`src/rtl/sgr_cmd_pkg.sv`:
```
package sgr_cmd_pkg;

    typedef enum logic [3:0] {
        CMD_NOP   = 4'd0,
        CMD_ACT   = 4'd1,
        CMD_RD    = 4'd2,
        CMD_WR    = 4'd3,
        CMD_WRAP  = 4'd4,
        CMD_BW    = 4'd5,
        CMD_BWAP  = 4'd6,
        CMD_PRE   = 4'd7,
        CMD_MRS   = 4'd8,
        CMD_OTHER = 4'd9
    } cmd_e;

    typedef enum logic [1:0] {
        BK_IDLE    = 2'd0,
        BK_OPEN    = 2'd1,
        BK_CLOSING = 2'd2
    } bank_e;

    typedef struct packed {
        logic sel_n;
        logic row_n;
        logic col_n;
        logic wen_n;
        logic blk;
    } strobes_t;

    localparam int MAX_BEATS = 8;

    function automatic int unsigned burst_beats(logic [2:0] f);
        case (f)
            3'b001:  return 2;
            3'b010:  return 4;
            3'b011:  return 8;
            default: return 1;
        endcase
    endfunction

    function automatic logic is_full_page(logic [2:0] f);
        return f == 3'b111;
    endfunction

endpackage

```
`src/rtl/sgr_cmd_decode.sv`:
```
module sgr_cmd_decode
    import sgr_cmd_pkg::*;
(
    input  strobes_t stb,
    input  logic     auto_pc,
    output cmd_e     cmd
);

    always_comb begin
        if (stb.sel_n || (stb.row_n && stb.col_n && stb.wen_n)) begin
            cmd = CMD_NOP;
        end else begin
            case ({stb.row_n, stb.col_n, stb.wen_n, stb.blk})
                4'b0110: cmd = CMD_ACT;
                4'b1010: cmd = CMD_RD;
                4'b1000: cmd = auto_pc ? CMD_WRAP : CMD_WR;
                4'b1011: cmd = auto_pc ? CMD_BWAP : CMD_BW;
                4'b0100: cmd = CMD_PRE;
                4'b0000: cmd = CMD_MRS;
                default: cmd = CMD_OTHER;
            endcase
        end
    end

endmodule

```
`src/rtl/sgr_bank_track.sv`:
```
module sgr_bank_track
    import sgr_cmd_pkg::*;
#(
    parameter int CNT_W = 4
) (
    input  logic             clk,
    input  logic             rst,
    input  logic             open_i,
    input  logic             close_i,
    input  logic [CNT_W-1:0] hold_i,
    output bank_e            st_o,
    output logic             busy_o
);

    logic [CNT_W-1:0] cnt;

    always_ff @(posedge clk) begin
        if (rst) begin
            st_o <= BK_IDLE;
            cnt  <= '0;
        end else if (close_i) begin
            cnt  <= hold_i;
            st_o <= (hold_i != '0) ? BK_CLOSING : BK_IDLE;
        end else if (open_i) begin
            st_o <= BK_OPEN;
        end else if (cnt != '0) begin
            cnt <= cnt - 1'b1;
            if (cnt == CNT_W'(1)) st_o <= BK_IDLE;
        end
    end

    assign busy_o = (cnt != '0);

    // the closing state and a running countdown always go together
    a_r5_closing_tracks_count: assert property (@(posedge clk) disable iff (rst)
        (st_o == BK_CLOSING) == busy_o);

    // the rule logic never forwards a command to a counting bank
    a_r11_no_request_when_busy: assert property (@(posedge clk) disable iff (rst)
        busy_o |-> !(open_i || close_i));

    // the lockout shrinks by exactly one per clock
    a_r8_count_steps_down: assert property (@(posedge clk) disable iff (rst)
        busy_o |=> (cnt == $past(cnt) - 1'b1));

endmodule

```
`src/rtl/sgr_cmd_ctl.sv`:
```
module sgr_cmd_ctl
    import sgr_cmd_pkg::*;
#(
    parameter int ADDR_W = 11,
    parameter int N_BANK = 2,
    parameter int AP_BIT = 8,
    parameter int T_WR   = 2,
    parameter int T_RP   = 3,
    parameter int T_BPL  = 2
) (
    input  logic                          clk,
    input  logic                          rst,
    input  logic                          sel_n,
    input  logic                          row_stb_n,
    input  logic                          col_stb_n,
    input  logic                          wen_stb_n,
    input  logic                          blk_fn,
    input  logic [((N_BANK > 1) ? $clog2(N_BANK) : 1)-1:0] bank_sel,
    input  logic [ADDR_W-1:0]             adr,
    output logic [3:0]                    cmd_o,
    output logic                          viol_o,
    output logic [2*N_BANK-1:0]           bank_st_o,
    output logic [ADDR_W+((N_BANK > 1) ? $clog2(N_BANK) : 1)-1:0] mode_o,
    output logic                          mode_set_o
);

    localparam int BANK_W  = (N_BANK > 1) ? $clog2(N_BANK) : 1;
    localparam int MODE_W  = ADDR_W + BANK_W;
    localparam int WIN_WR  = MAX_BEATS + T_WR + T_RP;
    localparam int WIN_BW  = T_BPL + T_RP;
    localparam int WIN_MAX = (WIN_WR > WIN_BW) ? WIN_WR : WIN_BW;
    localparam int CNT_W   = $clog2(WIN_MAX + 1);

    cmd_e             cmd;
    cmd_e             cmd_q;
    strobes_t         stb;
    bank_e            st   [N_BANK];
    logic [N_BANK-1:0] busy;
    logic [N_BANK-1:0] open_v;
    logic [N_BANK-1:0] close_v;
    logic [CNT_W-1:0] hold;
    logic             is_real;
    logic             bad;
    logic             accept;
    logic             all_idle;
    logic             mrs_hold;
    logic [MODE_W-1:0] mode_q;
    logic             mode_set;

    assign stb = '{sel_n: sel_n, row_n: row_stb_n, col_n: col_stb_n,
                   wen_n: wen_stb_n, blk: blk_fn};

    sgr_cmd_decode u_decode (
        .stb     (stb),
        .auto_pc (adr[AP_BIT]),
        .cmd     (cmd)
    );

    always_comb begin
        all_idle = 1'b1;
        for (int i = 0; i < N_BANK; i++) begin
            if (st[i] != BK_IDLE) all_idle = 1'b0;
        end
    end

    // Rule check: a rejected command reaches no bank and no register
    always_comb begin
        is_real = !(cmd == CMD_NOP || cmd == CMD_OTHER);
        bad     = mrs_hold && is_real;
        case (cmd)
            CMD_ACT:
                bad = bad || busy[bank_sel] || (st[bank_sel] != BK_IDLE);
            CMD_RD, CMD_WR, CMD_WRAP, CMD_BW, CMD_BWAP:
                bad = bad || !mode_set || busy[bank_sel] || (st[bank_sel] != BK_OPEN);
            CMD_PRE:
                bad = bad || busy[bank_sel];
            CMD_MRS:
                bad = bad || !all_idle;
            default: ;
        endcase
        accept = is_real && !bad;
    end

    always_comb begin
        case (cmd)
            CMD_WRAP: hold = CNT_W'(burst_beats(mode_q[2:0]) + T_WR + T_RP - 1);
            CMD_BWAP: hold = CNT_W'(T_BPL + T_RP - 1);
            default:  hold = CNT_W'(T_RP - 1);
        endcase
        open_v  = '0;
        close_v = '0;
        for (int i = 0; i < N_BANK; i++) begin
            if (accept && (bank_sel == BANK_W'(i))) begin
                open_v[i]  = (cmd == CMD_ACT);
                close_v[i] = ((cmd == CMD_WRAP) && !is_full_page(mode_q[2:0])) ||
                             (cmd == CMD_BWAP) ||
                             ((cmd == CMD_PRE) && (st[i] == BK_OPEN));
            end
        end
    end

    for (genvar g = 0; g < N_BANK; g++) begin : g_bank
        sgr_bank_track #(.CNT_W(CNT_W)) u_bank (
            .clk     (clk),
            .rst     (rst),
            .open_i  (open_v[g]),
            .close_i (close_v[g]),
            .hold_i  (hold),
            .st_o    (st[g]),
            .busy_o  (busy[g])
        );
        assign bank_st_o[2*g +: 2] = st[g];
    end

    always_ff @(posedge clk) begin
        if (rst) begin
            cmd_q    <= CMD_NOP;
            viol_o   <= 1'b0;
            mrs_hold <= 1'b0;
            mode_q   <= '0;
            mode_set <= 1'b0;
        end else begin
            cmd_q    <= cmd;
            viol_o   <= is_real && bad;
            mrs_hold <= accept && (cmd == CMD_MRS);
            if (accept && (cmd == CMD_MRS)) begin
                mode_q   <= {bank_sel, adr};
                mode_set <= 1'b1;
            end
        end
    end

    assign cmd_o      = cmd_q;
    assign mode_o     = mode_q;
    assign mode_set_o = mode_set;

    // a rejected mode write leaves the register untouched
    a_r9_mode_kept_on_reject: assert property (@(posedge clk) disable iff (rst)
        (viol_o && (cmd_q == CMD_MRS)) |-> $stable(mode_q));

    // the clock after an accepted mode write admits no real command
    a_r10_gap_after_mrs: assert property (@(posedge clk) disable iff (rst)
        ((cmd_q == CMD_MRS) && !viol_o) |=>
            ((cmd_q == CMD_NOP) || (cmd_q == CMD_OTHER) || viol_o));

    // accesses before any mode write are rejected
    a_r4_access_needs_mode: assert property (@(posedge clk) disable iff (rst)
        ((cmd_q inside {CMD_RD, CMD_WR, CMD_WRAP, CMD_BW, CMD_BWAP}) && !$past(mode_set))
            |-> viol_o);

    // the mode-loaded indication is sticky
    a_r2_mode_set_sticky: assert property (@(posedge clk) disable iff (rst)
        !$fell(mode_set));

    // no-ops and unused patterns are never flagged
    a_r1_nop_not_flagged: assert property (@(posedge clk) disable iff (rst)
        ((cmd_q == CMD_NOP) || (cmd_q == CMD_OTHER)) |-> !viol_o);

endmodule

```
`config.mk`:
```
export PLATFORM = sky130hd
export DESIGN_NAME = sgr_cmd_ctl
export DESIGN_NICKNAME = d
export VERILOG_FILES = /design/src/rtl/sgr_cmd_pkg.sv /design/src/rtl/sgr_cmd_decode.sv /design/src/rtl/sgr_bank_track.sv /design/src/rtl/sgr_cmd_ctl.sv
export SDC_FILE = /design/constraint.sdc
export NUM_CORES = 1
export LEC_CHECK = 0
export ABC_AREA = 1
export BUFFER_PORTS_ARGS = -buffer_cell sky130_fd_sc_hd__clkbuf_2
export CORE_ASPECT_RATIO = 1.25
export CORE_MARGIN = 5
export CORE_UTILIZATION = 45
export DETAILED_ROUTE_END_ITERATION = 10
export GPL_TIMING_DRIVEN = 0
export HOLD_SLACK_MARGIN = 0.15
export MAX_ROUTING_LAYER = met4
export PLACE_DENSITY = 0.68
export RECOVER_POWER = 100
export SYNTH_ARGS = -nofsm -noshare
export SYNTH_HDL_FRONTEND = slang
export SYNTH_HIERARCHICAL = 1
export SYNTH_SLANG_ARGS = --single-unit
```
`constraint.sdc`:
```
create_clock -name clk -period 3.06 [get_ports clk]
set_clock_uncertainty 0.15 [all_clocks]
set_input_delay 0.153 -clock clk [delete_from_list [all_inputs] [get_ports clk]]
set_output_delay 0.153 -clock clk [all_outputs]
set_load 0.05 [all_outputs]
```
==> impl_metrics.yaml, run 1 <==
timing:
  finalHoldViolations: 0
  max_clock_freq_mhz: 371
  timing.final.ws_setup_ps: 363
  post-route-min-period_ps: 2700
  setup_viol: 0
  timing.final.crit_share: 0.881
  tightest_slew_ps: 679
  slew_viol_final: 0
  relSlewSlack: 0.541
  setup-tns-final_ps: 0
  grt_setup_unrepaired: "no"
job:
  maxCapViolations: 0
cts:
  cts_sinks: 31
  cts_tree: "done"
  insertion_delay_ps: 280
  cts_setup_buffers: 0
  clkTransAtPathRegs_ps: 70
  htreeDepth: 2
  cts_root_buffer: "clkbuf_8"
  clockBufferDepth: 2
  numCtsBuffers: 5
synth:
  netlist_instances: 313
  synth_nets: 336
  synth_top_area_frac: 0.323
  synth_cell_types: 29
  ys_seq_area_frac: 0.323
  synth_top_area_cell: "dfxtp_1"
  ys_warn_count: 6
  synth.top_cells.by_area: "dfxtp_1 32%, nand2_1 18%, nor2_1 10%, inv_1 8.6%, nand3_1 6.0%"
  syn_area_um2: 1920
  syn-mean-instance-area_um2: 6.14
  ys_ff_latch: 31
global_routing:
  grt_pass1_vias: 1997
  antenna_found_initial: 0
  globalRouteTotalUtil: 0.196
  grt_max_degree: 14
  grt.overflow.total: 0
  grt_pass1_wl_um: 8580
drt:
  drc_errors: 0
  firstDrtPassIters: 4
  num_vias: 2025
  wire_per_inst_um: 11.0
  postRouteWirelength_um: 4720
  drt_iter0_markers: 76
  via_per_inst: 4.71
  ant_nets: 0
floorplan:
  start_util: 0.469
  die-height_um: 83.1
  die_area_um2: 5690
  core_um2: 4100
  die_w_um: 68.5
  rows: 26
  ios: 41
cells_and_area:
  nets: 396
  area_delta_synth_final_pct: 24.3
  antenna-diode-count: 0
  final_cell_mix: "93 x nand2_1, 51 x nor2_1, 44 x inv_1"
  drive_gt1_frac: 0.144
  n_fill_cell: 453
  ff_latch_area_um2: 621
  mostFrequentLayoutCell: "nand2_1"
  final_cell_area_um2: 2390
  multi_input_area_um2: 1080
run_status:
  status: "complete, no violations"
critical_path:
  critical_path.cell_chain: "clkbuf_1, nor2_2, nand3_1, nand3_1, nor2_1, nor2_1, inv_1, nand2_1, nor2_1, nand3_1, nand2_2, nor2_4, nand2_1, nor2_1, nand2_1, a21oi_2, inv_2, nand2_1, nand2_2, nand2_1, a21oi_1"
  cpPeakStageDelay_ps: 370
  critPathCaptureType: "flip-flop"
  crit_fanout: 8
  arrival_ps: 2710
  critPathRequiredTime_ps: 3080
  worst_setup_path_start_kind: "input pin"
  cpMaxStageDelayCell: "nor2_1"
  worstSetupPathType: "in -> reg"
  critPathMostFrequentCell: "nand2_1"
placed_design:
  place_area_um2: 2190
  place_ws_ps: -115
  post-dp-hpwl_um: 3550
  gp_congestion: 0.854
  io_buffers: 40
power:
  ir_drop_mv: 0.307
  power_leakage_nw: 1.20
  power_density_nw_per_um2: 710
  total_power_w: 0.00170
min_path:
  hp-class: "in -> reg"
flip-flops by register name, indices dropped and copies added, names as in the netlist:
name,flops
cmd_o,4
g_bank.u_bank/cnt,8
g_bank.u_bank/st_o,4
mode_o,12
mode_set_o,1
mrs_hold,1
viol_o,1
logic make-up (layout without fill, tap and decap cells):
group	count (synthesis)	in the layout	synth area share
DFF	31	31	0.323
adders and majority gates	4	4	0.0260
and+or+nand+nor	197	197	0.457
AOI/OAI and AO/OA	29	29	0.0859
buffers and inverters	52	113	0.108
metal layers:
layer,vias to the layer above,share of wire,wire length [um],GRT usage
li1,1096,-,-,-
met1,883,0.43,2050,0.222
met2,41,0.51,2390,0.331
met3,5,0.047,222,0.0500
met4,0,0.012,55,0.0542
met5,-,0,0,-
synth_stat cells:
| library cell | instances |
|---|---|
| a31oi_1 | 1 |
| clkbuf_1 | 1 |
| buf_6 | 1 |
| a311oi_1 | 1 |
| nand2_1 | 92 |
| nor2_1 | 51 |
| nand3_2 | 1 |
| o41ai_1 | 2 |
| inv_1 | 44 |
| nand4_4 | 1 |
| nand3_1 | 23 |
| dfxtp_1 | 31 |
| nor2_2 | 6 |
| a211oi_1 | 1 |
| buf_2 | 1 |
| ha_1 | 4 |
| o21ai_1 | 3 |
| nor2_4 | 2 |
| nand3b_1 | 3 |
| o21ai_0 | 4 |
| nand2_2 | 12 |
| and2_4 | 1 |
| a21oi_1 | 15 |
| a31o_2 | 1 |
| nor3_1 | 1 |
| inv_2 | 4 |
| buf_4 | 1 |
| o22ai_1 | 1 |
| nand4_1 | 4 |
final cells by class:
| type | instances | area share |
|---|---|---|
| Buffer | 4 | 0.00680 |
| Clock buffer | 6 | 0.0345 |
| Clock inverter | 2 | 0.0147 |
| Inverter | 48 | 0.0754 |
| Multi-Input combinational cell | 230 | 0.454 |
| Sequential cell | 31 | 0.260 |
| Tap cell | 56 | 0.0293 |
| Timing Repair Buffer | 53 | 0.126 |
power by group:
group          leakage [nW]  switching (W)  internal (W)  total, W
Clock                0.0612       0.000159      0.000263  0.000422
Sequential            0.253      0.0000656      0.000478  0.000544
Combinational         0.885       0.000478      0.000255  0.000733
path summary, 6_finish.rpt:
kind / start / to / slack, ps / depth (start not counted)
worst max-delay path: wen_stb_n / g_bank[0].u_bank/cnt[2]$_SDFFE_PP0P_ / 360 / 21
worst min-delay path: sel_n / cmd_o[3]$_SDFF_PP0_ / 200 / 5
worst max register to register: g_bank[1].u_bank/cnt[0]$_SDFFE_PP0P_ / g_bank[0].u_bank/cnt[2]$_SDFFE_PP0P_ / 560 / 19
worst min register to register: mode_o[11]$_SDFFE_PP0P_ / mode_o[11]$_SDFFE_PP0P_ / 330 / 2
per-stage QoR:
stage / hold WS (ps) / util / cells
5_1_grt: 233 / 0.583 / 430
2_1_floorplan: 72.1 / - / 313
3_3_place_gp: 227 / 0.535 / 409
6_report: 199 / 0.583 / 430
3_5_place_dp: 230 / 0.535 / 409
4_1_cts: 188 / 0.596 / 430
what timing repair did:
| action | in CTS | in global routing |
|---|---|---|
| hold buffers | 13 | 0 |
| endpoints found under the setup margin | 0 | 12 |
| gates resized for setup | 0 | 2 |
| endpoints found under the hold margin | 24 | 0 |
critical path, delay by kind of cell:
family	cells	cell delay (ps)
AOI/OAI and AO/OA	2	330
and+or+nand+nor	16	1800
buffers and inverters	3	410
(Power assumes the default switching activity.)
==> inputs of run 2 (changes only) <==
- MAX_ROUTING_LAYER: met4 -> default
- SLEW_MARGIN: default -> 20
==> run 2 against run 1 <==
  * First-iteration DRC count rose by 13%
  * Global-route usage fell by 0.50 points
  * Maximum frequency rose by 0.17%
  * Critical endpoint unchanged
==> impl_metrics.yaml, run 2 (synthesis gave the netlist of run 1 again) <==
run_status:
  status: "complete, no violations"
critical_path:
  r2r_end: "g_bank[0].u_bank/cnt[2]$_SDFFE_PP0P_"
  arrival_ps: 2710
  reg2reg_slack_ps: 570
  crit_family: "simple AND/OR/NAND/NOR gates"
  critPathRequiredTime_ps: 3080
  crit_fanout: 8
  reg2reg_depth: 19
  critPathMostFrequentCell: "nand2_1"
  cpMaxStageDelayCell: "nor2_1"
  path_buf_inv: 3
  cpPeakStageDelay_ps: 370
  worstSetupPathType: "in -> reg"
  critPathCaptureType: "flip-flop"
  worstReg2RegStart: "g_bank[1].u_bank/cnt[0]$_SDFFE_PP0P_"
  critical_path.cell_chain: "clkbuf_1, nor2_2, nand3_1, nand3_1, nor2_1, nor2_1, inv_1, nand2_1, nor2_1, nand3_1, nand2_2, nor2_4, nand2_1, nor2_1, nand2_1, a21oi_2, inv_2, nand2_1, nand2_2, nand2_1, a21oi_1"
  worst_setup_path_start_kind: "input pin"
power:
  p_sw_frac: 0.413
  p_int_w: 0.000997
  p_switching_w: 0.000702
  power_leakage_nw: 1.20
  seq_power_share: 0.320
  power_density_nw_per_um2: 711
  comb_power_share: 0.431
  ir_drop_mv: 0.308
  p_clk_frac: 0.249
cts:
  numCtsBuffers: 5
  cts_sinks: 31
  cts_tree: "done"
  htreeDepth: 2
  clkTransAtPathRegs_ps: 70
  insertion_delay_ps: 280
  cts_root_buffer: "clkbuf_8"
  cts_setup_buffers: 0
  clockBufferDepth: 2
cells_and_area:
  largest_reg_flops: 12
  mostFrequentLayoutCell: "nand2_1"
  drive_gt1_frac: 0.144
  final_cell_area_um2: 2390
  area_delta_synth_final_pct: 24.3
  final_cell_mix: "93 x nand2_1, 51 x nor2_1, 44 x inv_1"
  antenna-diode-count: 0
  n_fill_cell: 453
  layout.cells.non_filler: 430
  nets: 396
min_path:
  hold_path_depth: 5
  hp-class: "in -> reg"
  worstHoldStart: "sel_n"
  whs_endpoint: "cmd_o[3]$_SDFF_PP0_"
floorplan:
  core_um2: 4100
  ios: 41
  start_util: 0.469
  rows: 26
  die_w_um: 68.5
  die_area_um2: 5690
  die-height_um: 83.1
timing:
  finalHoldViolations: 0
  max_clock_freq_mhz: 371
  post-route-min-period_ps: 2690
  timing.final.crit_share: 0.880
  setup_viol: 0
  whs_ps: 199
  slew_viol_final: 0
  tightest_slew_ps: 679
  relSlewSlack: 0.541
  grt_setup_unrepaired: "no"
job:
  maxCapViolations: 0
global_routing:
  antenna_found_initial: 0
  grt_pass1_wl_um: 8570
  grt.overflow.total: 0
  globalRouteTotalUtil: 0.191
  grt_max_degree: 14
  grt_pass1_vias: 1997
drt:
  drt_iter0_markers: 86
  firstDrtPassIters: 4
  via_per_inst: 4.71
  ant_nets: 0
  wire_per_inst_um: 11.0
  drc_errors: 0
  num_vias: 2027
  postRouteWirelength_um: 4720
placed_design:
  io_buffers: 40
  dp_cells: 409
  gp_congestion: 0.841
  place_area_um2: 2190
  post-dp-hpwl_um: 3550
run 2: cell counts in the layout (fill, tap and decap cells not counted):
No cell type changed its count.
run 2: stage by stage:
stage	util	setup WS (ps)	power, W	setup TNS, ps
after floorplan	-	452	0.00114	0
after global placement	0.535	-115	0.00128	-816
after detailed placement	0.535	-115	0.00129	-829
after CTS	0.596	186	0.00173	0
after global routing	0.583	23.8	0.00188	0
final	0.583	367	0.00170	0
run 2: worst max path at each step:
stage / from / end / slack [ps] / depth (start not counted)
after floorplan: wen_stb_n / g_bank[1].u_bank/cnt[2]$_SDFFE_PP0P_ / 450 / 19
after global placement: wen_stb_n / g_bank[0].u_bank/cnt[0]$_SDFFE_PP0P_ / -120 / 21
after detailed placement: wen_stb_n / g_bank[0].u_bank/cnt[2]$_SDFFE_PP0P_ / -120 / 21
after CTS: wen_stb_n / g_bank[1].u_bank/cnt[0]$_SDFFE_PP0P_ / 190 / 21
after global routing: wen_stb_n / g_bank[0].u_bank/cnt[2]$_SDFFE_PP0P_ / 20 / 21
final: wen_stb_n / g_bank[0].u_bank/cnt[2]$_SDFFE_PP0P_ / 370 / 21
run 2: what timing repair did:
item	CTS	global route
endpoints found under the setup margin	0	12
hold buffers	13	0
hold endpoints to repair	24	0
gates resized for setup	0	2
run 2: layout make-up:
| type | count | area, um^2 | area share |
|---|---|---|---|
| clock inverters | 2 | 35.0 | 0.0147 |
| inverters | 48 | 180 | 0.0754 |
| well taps | 56 | 70.1 | 0.0293 |
| multi-input cells | 230 | 1080 | 0.454 |
| clock buffers | 6 | 82.6 | 0.0345 |
| flip-flops and latches | 31 | 621 | 0.260 |
| repair buffers | 53 | 302 | 0.126 |
| plain buffers | 4 | 16.3 | 0.00680 |
run 2: power groups by stage:
stage | logic, W | registers, W | clock network [W]
2_1_floorplan | 0.000524 | 0.000612 | 0
3_3_place_gp | 0.000730 | 0.000551 | 0
3_5_place_dp | 0.000735 | 0.000552 | 0
4_1_cts | 0.000752 | 0.000544 | 0.000436
5_1_grt | 0.000868 | 0.000553 | 0.000457
6_report | 0.000732 | 0.000544 | 0.000423
run 2: layer usage:
metal | vias up | routed length (um) | global-route usage
met2 | 43 | 2370 | 0.330
met4 | 0 | 55 | 0.0542
li1 | 1095 | - | -
met1 | 884 | 2040 | 0.218
met3 | 5 | 251 | 0.0568
met5 | - | 0 | 0
run 2: worst reg2reg max path, delay by kind of cell, from the launching register on:
kind                     cells  cell delay, ps
AO/OA/AOI/OAI                2             330
adder cells (fa/ha/maj)      1             230
buffers and inverters        4             330
flip-flops                   1             340
AND/OR/NAND/NOR             12            1000
